[config.mk]
export PLATFORM = sky130hd
export DESIGN_NAME = errnf_top
export DESIGN_NICKNAME = d
export VERILOG_FILES = /design/src/rtl/errnf_pkg.sv /design/src/rtl/errnf_agg.sv /design/src/rtl/errnf_ctrl.sv /design/src/rtl/errnf_dp.sv /design/src/rtl/errnf_top.sv
export SDC_FILE = /design/constraint.sdc
export NUM_CORES = 1
export LEC_CHECK = 0
export ABC_AREA = 1
export BUFFER_PORTS_ARGS = -buffer_cell sky130_fd_sc_hd__buf_4
export CAP_MARGIN = 20
export CORE_MARGIN = 2
export CORE_UTILIZATION = 30
export CTS_CLUSTER_SIZE = 24
export DETAILED_ROUTE_END_ITERATION = 12
export GPL_ROUTABILITY_DRIVEN = 0
export PLACE_DENSITY = 0.62
export RECOVER_POWER = 50
export SLEW_MARGIN = 20
export SYNTH_ARGS = -nofsm -noshare
export SYNTH_HDL_FRONTEND = slang
export SYNTH_SLANG_ARGS = --single-unit
[constraint.sdc]
create_clock -name clk -period 2.2 [get_ports clk]
set_clock_uncertainty 0.2 [all_clocks]
set_input_delay 0.33 -clock clk [delete_from_list [all_inputs] [get_ports clk]]
set_output_delay 0.33 -clock clk [all_outputs]
set_load 0.005 [all_outputs]
[src/rtl/errnf_pkg.sv]
package errnf_pkg;
  // Strobes from the register decoder to the datapath.
  typedef struct packed {
    logic wrMask;   // write the addressed port's mask
    logic clrPeer;  // write-1-to-clear the addressed port's peer flags
    logic selPeer;  // read mux selects the peer register
  } regStb_t;
endpackage

[src/rtl/errnf_agg.sv]
module errnf_agg #(
  parameter int NUM_FUNCS   = 3,
  parameter int NUM_ERR     = 8,
  parameter int INT_ERR_IDX = 0
) (
  input  logic [NUM_FUNCS*NUM_ERR-1:0] funcCor,
  input  logic [NUM_FUNCS*NUM_ERR-1:0] funcUnc,
  input  logic [NUM_FUNCS-1:0]         funcPresent,
  input  logic                         localIntErr,
  output logic [NUM_ERR-1:0]           status
);
  logic [NUM_ERR-1:0] merged;

  always_comb begin
    merged = '0;
    for (int f = 0; f < NUM_FUNCS; f++) begin
      if (funcPresent[f])
        merged = merged | funcCor[f*NUM_ERR +: NUM_ERR] | funcUnc[f*NUM_ERR +: NUM_ERR];
    end
    status = merged;
    // Internal-error type: only errors that start in this port count.
    status[INT_ERR_IDX] = localIntErr;
  end
endmodule

[src/rtl/errnf_ctrl.sv]
module errnf_ctrl
  import errnf_pkg::*;
#(
  parameter int NUM_PORTS = 4,
  parameter int PSEL_W    = 2
) (
  input  logic              clk,
  input  logic              rstN,
  input  logic              regWe,
  input  logic [PSEL_W:0]   regAddr,
  output regStb_t           stb,
  output logic [PSEL_W-1:0] portSel,
  output logic              portValid
);
  logic selBit;

  assign portSel   = regAddr[PSEL_W:1];
  assign selBit    = regAddr[0];
  assign portValid = (int'(portSel) < NUM_PORTS);

  always_comb begin
    stb.selPeer = selBit;
    stb.wrMask  = regWe & ~selBit & portValid;
    stb.clrPeer = regWe &  selBit & portValid;
  end

  // one write target per cycle at most.
  p_single_target_r10: assert property (@(posedge clk) disable iff (!rstN)
    $onehot0({stb.wrMask, stb.clrPeer}));
endmodule

[src/rtl/errnf_dp.sv]
module errnf_dp
  import errnf_pkg::*;
#(
  parameter int NUM_PORTS = 4,
  parameter int NUM_ERR   = 8,
  parameter int DATA_W    = 8,
  parameter int PSEL_W    = 2
) (
  input  logic                         clk,
  input  logic                         rstN,
  input  regStb_t                      stb,
  input  logic [PSEL_W-1:0]            portSel,
  input  logic                         portValid,
  input  logic [DATA_W-1:0]            regWdata,
  input  logic [NUM_PORTS*NUM_ERR-1:0] status,
  input  logic [NUM_PORTS-1:0]         localIntErr,
  input  logic [NUM_PORTS-1:0]         sevUnc,
  output logic [DATA_W-1:0]            regRdata,
  output logic [NUM_PORTS-1:0]         notify,
  output logic [NUM_PORTS-1:0]         intErrCor,
  output logic [NUM_PORTS-1:0]         intErrUnc
);
  logic [NUM_ERR-1:0]   maskQ   [NUM_PORTS];
  logic [NUM_PORTS-1:0] peerQ   [NUM_PORTS];
  logic [NUM_PORTS-1:0] peerClr [NUM_PORTS];
  logic [NUM_PORTS-1:0] peerSet [NUM_PORTS];

  for (genvar p = 0; p < NUM_PORTS; p++) begin : g_port
    logic addrHit;
    logic report;

    assign addrHit   = (portSel == PSEL_W'(p));
    assign notify[p] = |(status[p*NUM_ERR +: NUM_ERR] & ~maskQ[p]);
    // Broadcast to everyone except the port itself.
    assign peerSet[p] = notify & ~(NUM_PORTS'(1) << p);
    assign peerClr[p] = (stb.clrPeer && addrHit) ? regWdata[NUM_PORTS-1:0] : '0;

    always_ff @(posedge clk) begin
      if (!rstN)                      maskQ[p] <= '1;
      else if (stb.wrMask && addrHit) maskQ[p] <= regWdata[NUM_ERR-1:0];
    end

    always_ff @(posedge clk) begin
      if (!rstN) peerQ[p] <= '0;
      else       peerQ[p] <= (peerQ[p] & ~peerClr[p]) | peerSet[p];
    end

    assign report       = (|peerQ[p]) | localIntErr[p];
    assign intErrCor[p] = report & ~sevUnc[p];
    assign intErrUnc[p] = report &  sevUnc[p];

    // a port never flags itself.
    p_no_self_flag_r7: assert property (@(posedge clk) disable iff (!rstN)
      !peerQ[p][p]);
    // any held peer flag yields a report on one of the two outputs.
    p_report_r9: assert property (@(posedge clk) disable iff (!rstN)
      (|peerQ[p]) |-> (intErrCor[p] ^ intErrUnc[p]));

    for (genvar k = 0; k < NUM_PORTS; k++) begin : g_src
      if (k != p) begin : g_peer
        // notification from k lands in port p on the next edge.
        p_peer_set_r7: assert property (@(posedge clk) disable iff (!rstN)
          notify[k] |=> peerQ[p][k]);
        // a flag stays until cleared by a write of one.
        p_peer_sticky_r8: assert property (@(posedge clk) disable iff (!rstN)
          (peerQ[p][k] && !peerClr[p][k]) |=> peerQ[p][k]);
      end
    end
  end

  always_comb begin
    regRdata = '0;
    if (portValid) begin
      if (stb.selPeer) regRdata[NUM_PORTS-1:0] = peerQ[portSel];
      else             regRdata[NUM_ERR-1:0]   = maskQ[portSel];
    end
  end
endmodule

[src/rtl/errnf_top.sv]
module errnf_top
  import errnf_pkg::*;
#(
  parameter int NUM_PORTS   = 4,
  parameter int NUM_FUNCS   = 3,
  parameter int NUM_ERR     = 8,
  parameter int INT_ERR_IDX = 0,
  parameter int DATA_W      = 8
) (
  input  logic                                   clk,
  input  logic                                   rstN,
  input  logic [NUM_PORTS*NUM_FUNCS*NUM_ERR-1:0] funcCorErr,
  input  logic [NUM_PORTS*NUM_FUNCS*NUM_ERR-1:0] funcUncErr,
  input  logic [NUM_PORTS*NUM_FUNCS-1:0]         funcPresent,
  input  logic [NUM_PORTS-1:0]                   localIntErr,
  input  logic [NUM_PORTS-1:0]                   sevUnc,
  input  logic                                   regWe,
  input  logic [$clog2(NUM_PORTS):0]             regAddr,
  input  logic [DATA_W-1:0]                      regWdata,
  output logic [DATA_W-1:0]                      regRdata,
  output logic [NUM_PORTS*NUM_ERR-1:0]           errStatus,
  output logic [NUM_PORTS-1:0]                   portNotify,
  output logic [NUM_PORTS-1:0]                   intErrCor,
  output logic [NUM_PORTS-1:0]                   intErrUnc
);
  localparam int PSEL_W = $clog2(NUM_PORTS);
  localparam int SLICE  = NUM_FUNCS * NUM_ERR;

  regStb_t           stb;
  logic [PSEL_W-1:0] portSel;
  logic              portValid;

  for (genvar p = 0; p < NUM_PORTS; p++) begin : g_agg
    errnf_agg #(
      .NUM_FUNCS  (NUM_FUNCS),
      .NUM_ERR    (NUM_ERR),
      .INT_ERR_IDX(INT_ERR_IDX)
    ) u_agg (
      .funcCor    (funcCorErr[p*SLICE +: SLICE]),
      .funcUnc    (funcUncErr[p*SLICE +: SLICE]),
      .funcPresent(funcPresent[p*NUM_FUNCS +: NUM_FUNCS]),
      .localIntErr(localIntErr[p]),
      .status     (errStatus[p*NUM_ERR +: NUM_ERR])
    );
  end

  errnf_ctrl #(
    .NUM_PORTS(NUM_PORTS),
    .PSEL_W   (PSEL_W)
  ) u_ctrl (
    .clk      (clk),
    .rstN     (rstN),
    .regWe    (regWe),
    .regAddr  (regAddr),
    .stb      (stb),
    .portSel  (portSel),
    .portValid(portValid)
  );

  errnf_dp #(
    .NUM_PORTS(NUM_PORTS),
    .NUM_ERR  (NUM_ERR),
    .DATA_W   (DATA_W),
    .PSEL_W   (PSEL_W)
  ) u_dp (
    .clk        (clk),
    .rstN       (rstN),
    .stb        (stb),
    .portSel    (portSel),
    .portValid  (portValid),
    .regWdata   (regWdata),
    .status     (errStatus),
    .localIntErr(localIntErr),
    .sevUnc     (sevUnc),
    .regRdata   (regRdata),
    .notify     (portNotify),
    .intErrCor  (intErrCor),
    .intErrUnc  (intErrUnc)
  );
endmodule

==> impl_results.html, run 1 <==
<table>
<tr><th>Metric</th><th>Value</th></tr>
<tr><th colspan="2">Hold path</th></tr>
<tr><td>Min-delay worst type</td><td>input pin to register</td></tr>
<tr><th colspan="2">Routing</th></tr>
<tr><td>Initial DRC Count</td><td>~270</td></tr>
<tr><td>Total via count in the routed design</td><td>between 4000 and 5000</td></tr>
<tr><td>Avg WL per Cell</td><td>15.0 um</td></tr>
<tr><td>Antenna Violating Nets Remaining</td><td>0</td></tr>
<tr><td>Total wirelength of the detailed-routed design</td><td>between 10000 and 15000 um</td></tr>
<tr><td>Via density per instance</td><td>4.85</td></tr>
<tr><td>Iteration count of the initial detailed-routing pass</td><td>5</td></tr>
<tr><td>DRC violation count after routing</td><td>0</td></tr>
<tr><th colspan="2">Layout</th></tr>
<tr><td>Final non-filler cell total</td><td>872</td></tr>
<tr><td>Share of layout cells above drive strength 1</td><td>38.3%</td></tr>
<tr><td>Most common cell after layout, fill and taps aside</td><td>sky130_fd_sc_hd__buf_4</td></tr>
<tr><td>Final std cell area, no fill</td><td>5390 um^2</td></tr>
<tr><td>Final net count</td><td>about 960</td></tr>
<tr><td>Layout overhead on the synthesized area</td><td>65.0%</td></tr>
<tr><td>Inserted Diodes</td><td>0</td></tr>
<tr><td>Filler Cells Inserted</td><td>1060</td></tr>
<tr><td>Highest-count cells in the layout ignoring fill and taps</td><td>242 x sky130_fd_sc_hd__buf_4, 126 x sky130_fd_sc_hd__nand2_1, 93 x sky130_fd_sc_hd__o21ai_0</td></tr>
<tr><td>Core utilization of the finished layout</td><td>50.1%</td></tr>
<tr><th colspan="2">CTS</th></tr>
<tr><td>Total CTS buffers</td><td>5</td></tr>
<tr><td>Post-CTS setup buffer count</td><td>0</td></tr>
<tr><td>Latest clock arrival within the worst-skew pair</td><td>about 0.3 ns</td></tr>
<tr><td>Maximum clock insertion buffer count</td><td>2</td></tr>
<tr><td>Hold-fix buffers, CTS</td><td>0</td></tr>
<tr><td>CTS-repair resized insts</td><td>0</td></tr>
<tr><td>TritonCTS clock tree</td><td>done</td></tr>
<tr><td>Reg clk slew, reported paths</td><td>approximately 0.09 ns</td></tr>
<tr><td>Sinks on Clock Net</td><td>48</td></tr>
<tr><td>Max H-tree Level</td><td>2</td></tr>
<tr><td>Root Buffer</td><td>sky130_fd_sc_hd__clkbuf_8</td></tr>
<tr><th colspan="2">Timing</th></tr>
<tr><td>Final setup fails</td><td>0</td></tr>
<tr><td>Shortest clock period the worst path allows after layout</td><td>1.93 ns</td></tr>
<tr><td>Setup repair after global routing missed its margin</td><td>false</td></tr>
<tr><td>Final Cycle Share</td><td>87.5%</td></tr>
<tr><td>Worst slew margin relative to its limit</td><td>42.8%</td></tr>
<tr><td>Slew at the pin closest to its max-slew limit</td><td>approximately 0.85 ns</td></tr>
<tr><td>Max Clock Freq</td><td>~520 MHz</td></tr>
<tr><td>Worst hold margin</td><td>approximately 0.14 ns</td></tr>
<tr><td>Post-layout worst setup margin</td><td>0.275 ns</td></tr>
<tr><td>Setup_tns</td><td>0 ns</td></tr>
<tr><td>Number of hold-slack violations in the final timing report</td><td>0</td></tr>
<tr><td>Final Max Slew Viols</td><td>0</td></tr>
<tr><th colspan="2">Synth</th></tr>
<tr><td>Post-synth net total</td><td>roughly 700</td></tr>
<tr><td>Sequential cell area fraction in the yosys report</td><td>39.3%</td></tr>
<tr><td>Syn Area/Cell</td><td>about 6.9 um^2</td></tr>
<tr><td>Cell area after synthesis</td><td>3260 um^2</td></tr>
<tr><td>Number of synthesized register bits</td><td>48</td></tr>
<tr><td>Number of distinct library cells after synthesis</td><td>29</td></tr>
<tr><td>Yosys top cell area share</td><td>29.4%</td></tr>
<tr><td>Yosys warns</td><td>0</td></tr>
<tr><td>Post-synthesis cell count</td><td>473</td></tr>
<tr><td>Area leader, netlist</td><td>sky130_fd_sc_hd__edfxtp_1</td></tr>
<tr><td>Synth top area cells</td><td>sky130_fd_sc_hd__edfxtp_1 29%, sky130_fd_sc_hd__nand2_1 14%, sky130_fd_sc_hd__o21ai_0 14%</td></tr>
<tr><th colspan="2">Worst setup path</th></tr>
<tr><td>Biggest fanout along the worst timing path</td><td>8</td></tr>
<tr><td>Crit-path cells</td><td>buf_4 -&gt; nor2_1 -&gt; buf_4 -&gt; nand2_1 -&gt; o2111ai_1 -&gt; nand2_1 -&gt; o21ai_1 -&gt; buf_4</td></tr>
<tr><td>Most common cell on crit path</td><td>sky130_fd_sc_hd__buf_4</td></tr>
<tr><td>Data required time at the worst endpoint</td><td>between 1.5 and 2 ns</td></tr>
<tr><td>Delay of the slowest critical-path stage</td><td>0.20 ns</td></tr>
<tr><td>CP endpoint kind</td><td>output pin</td></tr>
<tr><td>Worst setup SP type</td><td>input pin</td></tr>
<tr><td>Category of the most critical setup path</td><td>input pin to output pin</td></tr>
<tr><td>Library cell contributing the largest single delay on the critical path</td><td>sky130_fd_sc_hd__buf_4</td></tr>
<tr><td>Data arrival at the endpoint of the critical path</td><td>between 1 and 1.5 ns</td></tr>
<tr><th colspan="2">Placement</th></tr>
<tr><td>Worst slack after detailed placement</td><td>approximately 0.24 ns</td></tr>
<tr><td>Buffers on Ports</td><td>253</td></tr>
<tr><td>Dpl cells</td><td>864</td></tr>
<tr><td>Hpwl dp</td><td>11000 um</td></tr>
<tr><td>Standard cell area after detailed placement</td><td>5330 um^2</td></tr>
<tr><th colspan="2">Global routing</th></tr>
<tr><td>Grt total ovfl</td><td>0</td></tr>
<tr><td>Initial antenna violation count</td><td>0</td></tr>
<tr><td>Pin count of the biggest net entering global routing</td><td>22</td></tr>
<tr><td>Aggregate global-route resource usage</td><td>around a fifth</td></tr>
<tr><td>Vias in the first global route</td><td>~4100</td></tr>
<tr><td>First-pass GRT wire length</td><td>roughly 19000 um</td></tr>
<tr><th colspan="2">Floorplanning</th></tr>
<tr><td>Initial Util</td><td>30.4%</td></tr>
<tr><td>Number of core rows</td><td>38</td></tr>
<tr><td>Placeable core region</td><td>about 11000 um^2</td></tr>
<tr><td>Total I/O pin count</td><td>278</td></tr>
<tr><td>Vertical die dimension</td><td>108 um</td></tr>
<tr><td>Width of the die</td><td>108 um</td></tr>
<tr><td>Die Outline Area</td><td>11700 um^2</td></tr>
<tr><th colspan="2">Run status</th></tr>
<tr><td>Status</td><td>completed</td></tr>
<tr><th colspan="2">Power</th></tr>
<tr><td>Power per cell area</td><td>456 nW/um^2</td></tr>
<tr><td>Static Leakage</td><td>2.73 nW</td></tr>
<tr><td>Total power after layout</td><td>between 2 and 2.5 mW</td></tr>
<tr><td>Peak supply drop</td><td>229 uV</td></tr>
<tr><th colspan="2">Run</th></tr>
<tr><td>Max Cap Viol</td><td>0</td></tr>
</table>
[report_power, final]
group / switching (mW) / internal (mW) / total (mW)
Combinational: 0.347 / 0.414 / 0.761
Sequential: 0.0317 / 1.01 / 1.05
Clock: 0.308 / 0.337 / 0.645
Total: 0.687 / 1.77 / 2.45
[worst max-delay path, delay by kind of cell]
| family | cells | cell delay, ns |
|---|---|---|
| buf+inv | 3 | 0.48 |
| simple gates | 3 | 0.33 |
| compound gates | 2 | 0.25 |
[final timing paths]
kind | start | to | slack [ns] | depth (start not counted)
setup / recovery | regAddr[1] | regRdata[2] | 0.27 | 8
hold / removal | regWdata[5] | u_dp.maskQ[2][5]$_SDFFCE_PN1P_ | 0.14 | 3
setup reg to reg | u_dp.maskQ[0][6]$_SDFFCE_PN1P_ | u_dp.peerQ[1][0]$_SDFF_PN0_ | 0.87 | 8
hold reg to reg | u_dp.peerQ[0][0]$_SDFF_PN0_ | u_dp.peerQ[0][0]$_SDFF_PN0_ | 0.29 | 2
[sequential cells by signal, indices dropped and copies added, names as in the netlist]
signal      flops
u_dp.maskQ     32
u_dp.peerQ     16
[synth_stat cells]
| cell | number |
|---|---|
| sky130_fd_sc_hd__nand2_1 | 126 |
| sky130_fd_sc_hd__clkbuf_1 | 2 |
| sky130_fd_sc_hd__edfxtp_1 | 32 |
| sky130_fd_sc_hd__a31oi_1 | 2 |
| sky130_fd_sc_hd__nand3_1 | 43 |
| sky130_fd_sc_hd__nor2_2 | 8 |
| sky130_fd_sc_hd__o22ai_1 | 7 |
| sky130_fd_sc_hd__nor2_1 | 15 |
| sky130_fd_sc_hd__o2111ai_1 | 1 |
| sky130_fd_sc_hd__a221oi_2 | 2 |
| sky130_fd_sc_hd__o2111ai_2 | 1 |
| sky130_fd_sc_hd__buf_2 | 2 |
| sky130_fd_sc_hd__nor3_1 | 4 |
| sky130_fd_sc_hd__inv_2 | 4 |
| sky130_fd_sc_hd__o21ai_0 | 93 |
| sky130_fd_sc_hd__a21oi_1 | 5 |
| sky130_fd_sc_hd__o211ai_1 | 3 |
| sky130_fd_sc_hd__buf_6 | 1 |
| sky130_fd_sc_hd__a32oi_1 | 1 |
| sky130_fd_sc_hd__dfxtp_1 | 16 |
| sky130_fd_sc_hd__a22oi_1 | 1 |
| sky130_fd_sc_hd__buf_4 | 4 |
| sky130_fd_sc_hd__nand2_2 | 4 |
| sky130_fd_sc_hd__o21ai_1 | 6 |
| sky130_fd_sc_hd__inv_1 | 81 |
| sky130_fd_sc_hd__nand3_2 | 1 |
| sky130_fd_sc_hd__nor2_4 | 3 |
| sky130_fd_sc_hd__a221oi_1 | 4 |
| sky130_fd_sc_hd__nor3_4 | 1 |
[layout make-up]
class	instances	area [um^2]	area share [%]
Clock buffer	5	68.8	1.28
Clock inverter	3	42.5	0.790
Timing Repair Buffer	260	1930	35.9
Sequential cell	48	1280	23.8
Multi-Input combinational cell	331	1570	29.1
Inverter	85	319	5.92
Tap cell	140	175	3.25
[routing by layer]
| layer | global-route usage [%] | share of wire (%) | vias to the layer above |
|---|---|---|---|
| li1 | - | - | 2085 |
| met1 | 23.5 | 37 | 1913 |
| met2 | 42.7 | 53 | 215 |
| met3 | 2.47 | 8.2 | 16 |
| met4 | 4.30 | 1.2 | 0 |
| met5 | 0 | 0 | - |
[cell families after synthesis]
logic type      after synthesis  synth area share, %
simple gates                205                 27.6
buf+inv                      94                 11.6
flops                        48                 39.3
compound gates              126                 21.6
(Power assumes the default switching activity.)
==> run 2, diff against run 1 <==
--- a/config.mk
+++ b/config.mk
@@ -5,7 +5,6 @@
 export SDC_FILE = /design/constraint.sdc
 export NUM_CORES = 1
 export LEC_CHECK = 0
-export ABC_AREA = 1
 export BUFFER_PORTS_ARGS = -buffer_cell sky130_fd_sc_hd__buf_4
 export CAP_MARGIN = 20
 export CORE_MARGIN = 2
@@ -13,7 +12,7 @@
 export CTS_CLUSTER_SIZE = 24
 export DETAILED_ROUTE_END_ITERATION = 12
 export GPL_ROUTABILITY_DRIVEN = 0
-export PLACE_DENSITY = 0.62
+export PLACE_DENSITY = 0.63
 export RECOVER_POWER = 50
 export SLEW_MARGIN = 20
 export SYNTH_ARGS = -nofsm -noshare
==> run 2 against run 1 <==
Compared with the run above: the run now ends with setup timing left; via count shrank 3.9%; flip-flop and latch count is the same; die area shrank 0.75%; routed wire length grew 9.6%; worst hold slack lost 0.063 ns; design area grew 2.2%; register-to-register slack lost 0.47 ns; area after synthesis shrank 0.77%; critical path depth shrank 5; critical path type is now register to output pin; critical endpoint is now regRdata[1].
==> impl_results.html, run 2 <==
<table>
<tr><th>Metric</th><th>Value</th></tr>
<tr><th colspan="2">Run status</th></tr>
<tr><td>Status</td><td>finished with violations</td></tr>
<tr><td>Violations in the final reports</td><td>setup timing</td></tr>
<tr><th colspan="2">Floorplanning</th></tr>
<tr><td>Die Outline Area</td><td>11600 um^2 (-0.75%)</td></tr>
<tr><td>Number of core rows</td><td>37 (-2.6%)</td></tr>
<tr><td>Placeable core region</td><td>10400 um^2 (-3.1%)</td></tr>
<tr><td>Vertical die dimension</td><td>108 um (-0.37%)</td></tr>
<tr><td>Width of the die</td><td>108 um (-0.37%)</td></tr>
<tr><td>Total I/O pin count</td><td>278 (unchanged)</td></tr>
<tr><td>Initial Util</td><td>31.1% (+0.72 points)</td></tr>
<tr><th colspan="2">Worst setup path</th></tr>
<tr><td>Biggest fanout along the worst timing path</td><td>3 (-5)</td></tr>
<tr><td>Number of cell instances on the worst register-to-register path</td><td>6 (-2)</td></tr>
<tr><td>Worst setup SP type</td><td>register</td></tr>
<tr><td>Data required time at the worst endpoint</td><td>1.67 ns (about the same)</td></tr>
<tr><td>Data arrival at the endpoint of the critical path</td><td>1.68 ns (+0.28 ns)</td></tr>
<tr><td>CP endpoint kind</td><td>output pin</td></tr>
<tr><td>Category of the most critical setup path</td><td>register to output pin</td></tr>
<tr><th colspan="2">Layout</th></tr>
<tr><td>Highest-count cells in the layout ignoring fill and taps</td><td>244 x sky130_fd_sc_hd__buf_4, 76 x sky130_fd_sc_hd__o21ai_0, 32 x sky130_fd_sc_hd__edfxtp_1</td></tr>
<tr><td>Most common cell after layout, fill and taps aside</td><td>sky130_fd_sc_hd__buf_4</td></tr>
<tr><td>Max reg flops</td><td>32 (unchanged)</td></tr>
<tr><td>Largest registers in the final layout</td><td>u_dp.maskQ x32, u_dp.peerQ x16</td></tr>
<tr><td>Share of layout cells above drive strength 1</td><td>48.2% (+10 points)</td></tr>
<tr><td>Largest Register</td><td>u_dp.maskQ</td></tr>
<tr><td>Layout overhead on the synthesized area</td><td>69.9%</td></tr>
<tr><td>Final net count</td><td>851 (-11%)</td></tr>
<tr><td>Inserted Diodes</td><td>0 (unchanged)</td></tr>
<tr><th colspan="2">Synth</th></tr>
<tr><td>Yosys top cell area share</td><td>29.7% (+0.23 points)</td></tr>
<tr><td>Prevailing post-synth register cell</td><td>sky130_fd_sc_hd__edfxtp_1</td></tr>
<tr><td>Synth top area cells</td><td>sky130_fd_sc_hd__edfxtp_1 30%, sky130_fd_sc_hd__o21ai_0 13%, sky130_fd_sc_hd__dfxtp_1 9.9%</td></tr>
<tr><td>Number of synthesized flops with an enable pin</td><td>32 (unchanged)</td></tr>
<tr><td>Number of synthesized register bits</td><td>48 (unchanged)</td></tr>
<tr><td>Cell area after synthesis</td><td>3240 um^2 (-0.77%)</td></tr>
<tr><td>Commonest cells in the netlist</td><td>85 x sky130_fd_sc_hd__o21ai_0, 32 x sky130_fd_sc_hd__edfxtp_1, 31 x sky130_fd_sc_hd__a21oi_1, 31 x sky130_fd_sc_hd__nand3_1, 20 x sky130_fd_sc_hd__or3_1</td></tr>
<tr><td>Post-synth net total</td><td>585 (-16%)</td></tr>
<tr><td>Area leader, netlist</td><td>sky130_fd_sc_hd__edfxtp_1</td></tr>
<tr><td>Number of distinct library cells after synthesis</td><td>34 (+17%)</td></tr>
<tr><td>Proportion of synthesized flip-flops having asynchronous set or reset</td><td>0% (unchanged)</td></tr>
<tr><td>Post-synthesis cell count</td><td>359 (-24%)</td></tr>
<tr><td>Sequential cell area fraction in the yosys report</td><td>39.6% (+0.30 points)</td></tr>
<tr><td>Syn Area/Cell</td><td>9.02 um^2 (+31%)</td></tr>
<tr><td>Cell with the most instances after synthesis</td><td>sky130_fd_sc_hd__o21ai_0</td></tr>
<tr><td>Yosys warns</td><td>0 (unchanged)</td></tr>
<tr><th colspan="2">CTS</th></tr>
<tr><td>Max H-tree Level</td><td>2 (unchanged)</td></tr>
<tr><td>Latest clock arrival within the worst-skew pair</td><td>0.30 ns (about the same)</td></tr>
<tr><td>Total CTS buffers</td><td>5 (unchanged)</td></tr>
<tr><td>Reg clk slew, reported paths</td><td>0.08 ns (about the same)</td></tr>
<tr><td>Hold-fix buffers, CTS</td><td>0 (unchanged)</td></tr>
<tr><td>TritonCTS clock tree</td><td>done</td></tr>
<tr><td>Maximum clock insertion buffer count</td><td>2 (unchanged)</td></tr>
<tr><td>Root Buffer</td><td>sky130_fd_sc_hd__clkbuf_8</td></tr>
<tr><td>Sinks on Clock Net</td><td>48 (unchanged)</td></tr>
<tr><th colspan="2">Timing</th></tr>
<tr><td>Final Max Slew Viols</td><td>0 (unchanged)</td></tr>
<tr><td>Final setup fails</td><td>3 (+3)</td></tr>
<tr><td>Number of hold-slack violations in the final timing report</td><td>0 (unchanged)</td></tr>
<tr><td>Shortest clock period the worst path allows after layout</td><td>2.21 ns (+0.284 ns)</td></tr>
<tr><td>Final Cycle Share</td><td>100% (+13 points)</td></tr>
<tr><td>Worst slew margin relative to its limit</td><td>62.1% (+19 points)</td></tr>
<tr><td>Setup repair after global routing missed its margin</td><td>true</td></tr>
<tr><td>Slew at the pin closest to its max-slew limit</td><td>0.564 ns (-0.287 ns)</td></tr>
<tr><td>Max Clock Freq</td><td>453 MHz (-13%)</td></tr>
<tr><td>Setup_tns</td><td>-0.0124 ns (-0.0124 ns)</td></tr>
<tr><td>Post-layout worst setup margin</td><td>-0.00932 ns (-0.284 ns)</td></tr>
<tr><th colspan="2">Routing</th></tr>
<tr><td>Initial DRC Count</td><td>329 (+21%)</td></tr>
<tr><td>Avg WL per Cell</td><td>18.8 um (+25%)</td></tr>
<tr><td>DRC violation count after routing</td><td>0 (unchanged)</td></tr>
<tr><td>Antenna Violating Nets Remaining</td><td>0 (unchanged)</td></tr>
<tr><td>Total via count in the routed design</td><td>4063 (-3.9%)</td></tr>
<tr><td>Total wirelength of the detailed-routed design</td><td>14300 um (+9.6%)</td></tr>
<tr><td>Iteration count of the initial detailed-routing pass</td><td>5 (unchanged)</td></tr>
<tr><td>Via density per instance</td><td>5.33 (+9.9%)</td></tr>
<tr><th colspan="2">Power</th></tr>
<tr><td>Pint</td><td>1.82 mW (+3.3%)</td></tr>
<tr><td>Switching power total</td><td>0.675 mW (-1.8%)</td></tr>
<tr><td>Static Leakage</td><td>2.34 nW (-14%)</td></tr>
<tr><td>Part of the power in combinational logic</td><td>32.4% (+1.4 points)</td></tr>
<tr><td>Power share of the sequential group</td><td>42.7% (about the same)</td></tr>
<tr><td>Power per cell area</td><td>454 nW/um^2 (-0.31%)</td></tr>
<tr><td>Clock group share of total power</td><td>24.9% (-1.4 points)</td></tr>
<tr><td>Switching part of the total</td><td>27.0% (-1.0 points)</td></tr>
<tr><td>Peak supply drop</td><td>304 uV (+33%)</td></tr>
<tr><th colspan="2">Global routing</th></tr>
<tr><td>Vias in the first global route</td><td>3894 (-4.6%)</td></tr>
<tr><td>Initial antenna violation count</td><td>0 (unchanged)</td></tr>
<tr><td>Grt total ovfl</td><td>0 (unchanged)</td></tr>
<tr><td>Pin count of the biggest net entering global routing</td><td>25 (+14%)</td></tr>
<tr><td>Aggregate global-route resource usage</td><td>23.6% (+2.4 points)</td></tr>
<tr><td>First-pass GRT wire length</td><td>20800 um (+6.7%)</td></tr>
<tr><th colspan="2">Placement</th></tr>
<tr><td>Worst slack after detailed placement</td><td>-0.0419 ns (-0.285 ns)</td></tr>
<tr><td>Hpwl dp</td><td>11900 um (+8.2%)</td></tr>
<tr><td>Buffers on Ports</td><td>253 (unchanged)</td></tr>
<tr><th colspan="2">Hold path</th></tr>
<tr><td>Hold path depth</td><td>2 (-1)</td></tr>
<tr><td>Min-delay worst type</td><td>input pin to register</td></tr>
<tr><th colspan="2">Run</th></tr>
<tr><td>Max Cap Viol</td><td>0 (unchanged)</td></tr>
</table>
[run 2: changes by cell type in the layout (fill, tap and decap cells not counted), sizes merged, moves of 12 or more]
| cell | before | now |
|---|---|---|
| mux4 | 0 | 12 |
| o21ai | 99 | 87 |
| inv | 84 | 5 |
| nor2 | 26 | 13 |
| or3 | 0 | 25 |
| nand2 | 130 | 13 |
| nand3 | 44 | 31 |
| a21oi | 5 | 31 |
[run 2: area by class of cell]
| class | instances | area (um^2) |
|---|---|---|
| Fill cell | 1013 | 4910 |
| Clock inverter | 3 | 37.5 |
| Multi-Input combinational cell | 291 | 1880 |
| Inverter | 5 | 18.8 |
| Clock buffer | 5 | 68.8 |
| Timing Repair Buffer | 274 | 2050 |
| Tap cell | 136 | 170 |
| Sequential cell | 48 | 1280 |
[run 2: metrics by stage]
stage	util, %	area, um^2	power (mW)	hold slack, ns	std cells
final	52.8	5500	2.50	0.0778	762
after global routing	52.8	5500	2.60	0.0777	762
after CTS	52.8	5500	2.49	0.0729	761
after detailed placement	51.1	5330	1.87	0.250	748
after global placement	51.1	5330	1.86	0.240	748
after floorplan	-	3240	1.35	0.217	359
[run 2: logic make-up (layout without fill, tap and decap cells)]
logic type / count (synthesis) / after routing / synth area share [%]
AO/OA/AOI/OAI: 156 / 156 / 26.3
AND/OR/NAND/NOR: 119 / 119 / 20.9
flip-flops: 48 / 48 / 39.6
buffers and inverters: 20 / 287 / 3.44
multiplexers: 16 / 16 / 9.74
[run 2: path summary, 6_finish.rpt]
path | slack (ns) | endpoint | startpoint
worst max-delay path | -0.009 | regRdata[1] | u_dp.maskQ[2][1]$_SDFFCE_PN1P_
worst min-delay path | 0.08 | u_dp.peerQ[0][0]$_SDFF_PN0_ | regWdata[0]
worst max register to register | 0.40 | u_dp.peerQ[2][0]$_SDFF_PN0_ | u_dp.maskQ[0][1]$_SDFFCE_PN1P_
worst min register to register | 0.26 | u_dp.peerQ[0][0]$_SDFF_PN0_ | u_dp.peerQ[0][0]$_SDFF_PN0_
[run 2: power groups by stage]
stage	combinational [mW]	sequential (mW)	clock (mW)
floorplan	0.289	1.06	0
global route	0.872	1.07	0.659
detailed placement	0.781	1.09	0
global placement	0.774	1.09	0
CTS	0.806	1.07	0.621
finish	0.809	1.07	0.623
[run 2: critical path, cell delays in order, from the launching register on]
cell	delay (ns)
sky130_fd_sc_hd__edfxtp_1	0.46
sky130_fd_sc_hd__mux4_2	0.51
sky130_fd_sc_hd__mux2_4	0.29
sky130_fd_sc_hd__buf_6	0.12
[run 2: repair_timing]
item,in CTS,in global routing
setup buffers,5,1
endpoints found under the hold margin,0,0
resized for setup,10,12
endpoints found under the setup margin,4,9
pin swaps,2,4
[run 2: routing by layer]
layer,wire length (um),GRT usage [%],vias up
met1,5840,31.9,1907
li1,-,-,1935
met3,1350,3.63,7
met5,0,0,-
met4,56,2.84,0
met2,7090,41.0,214
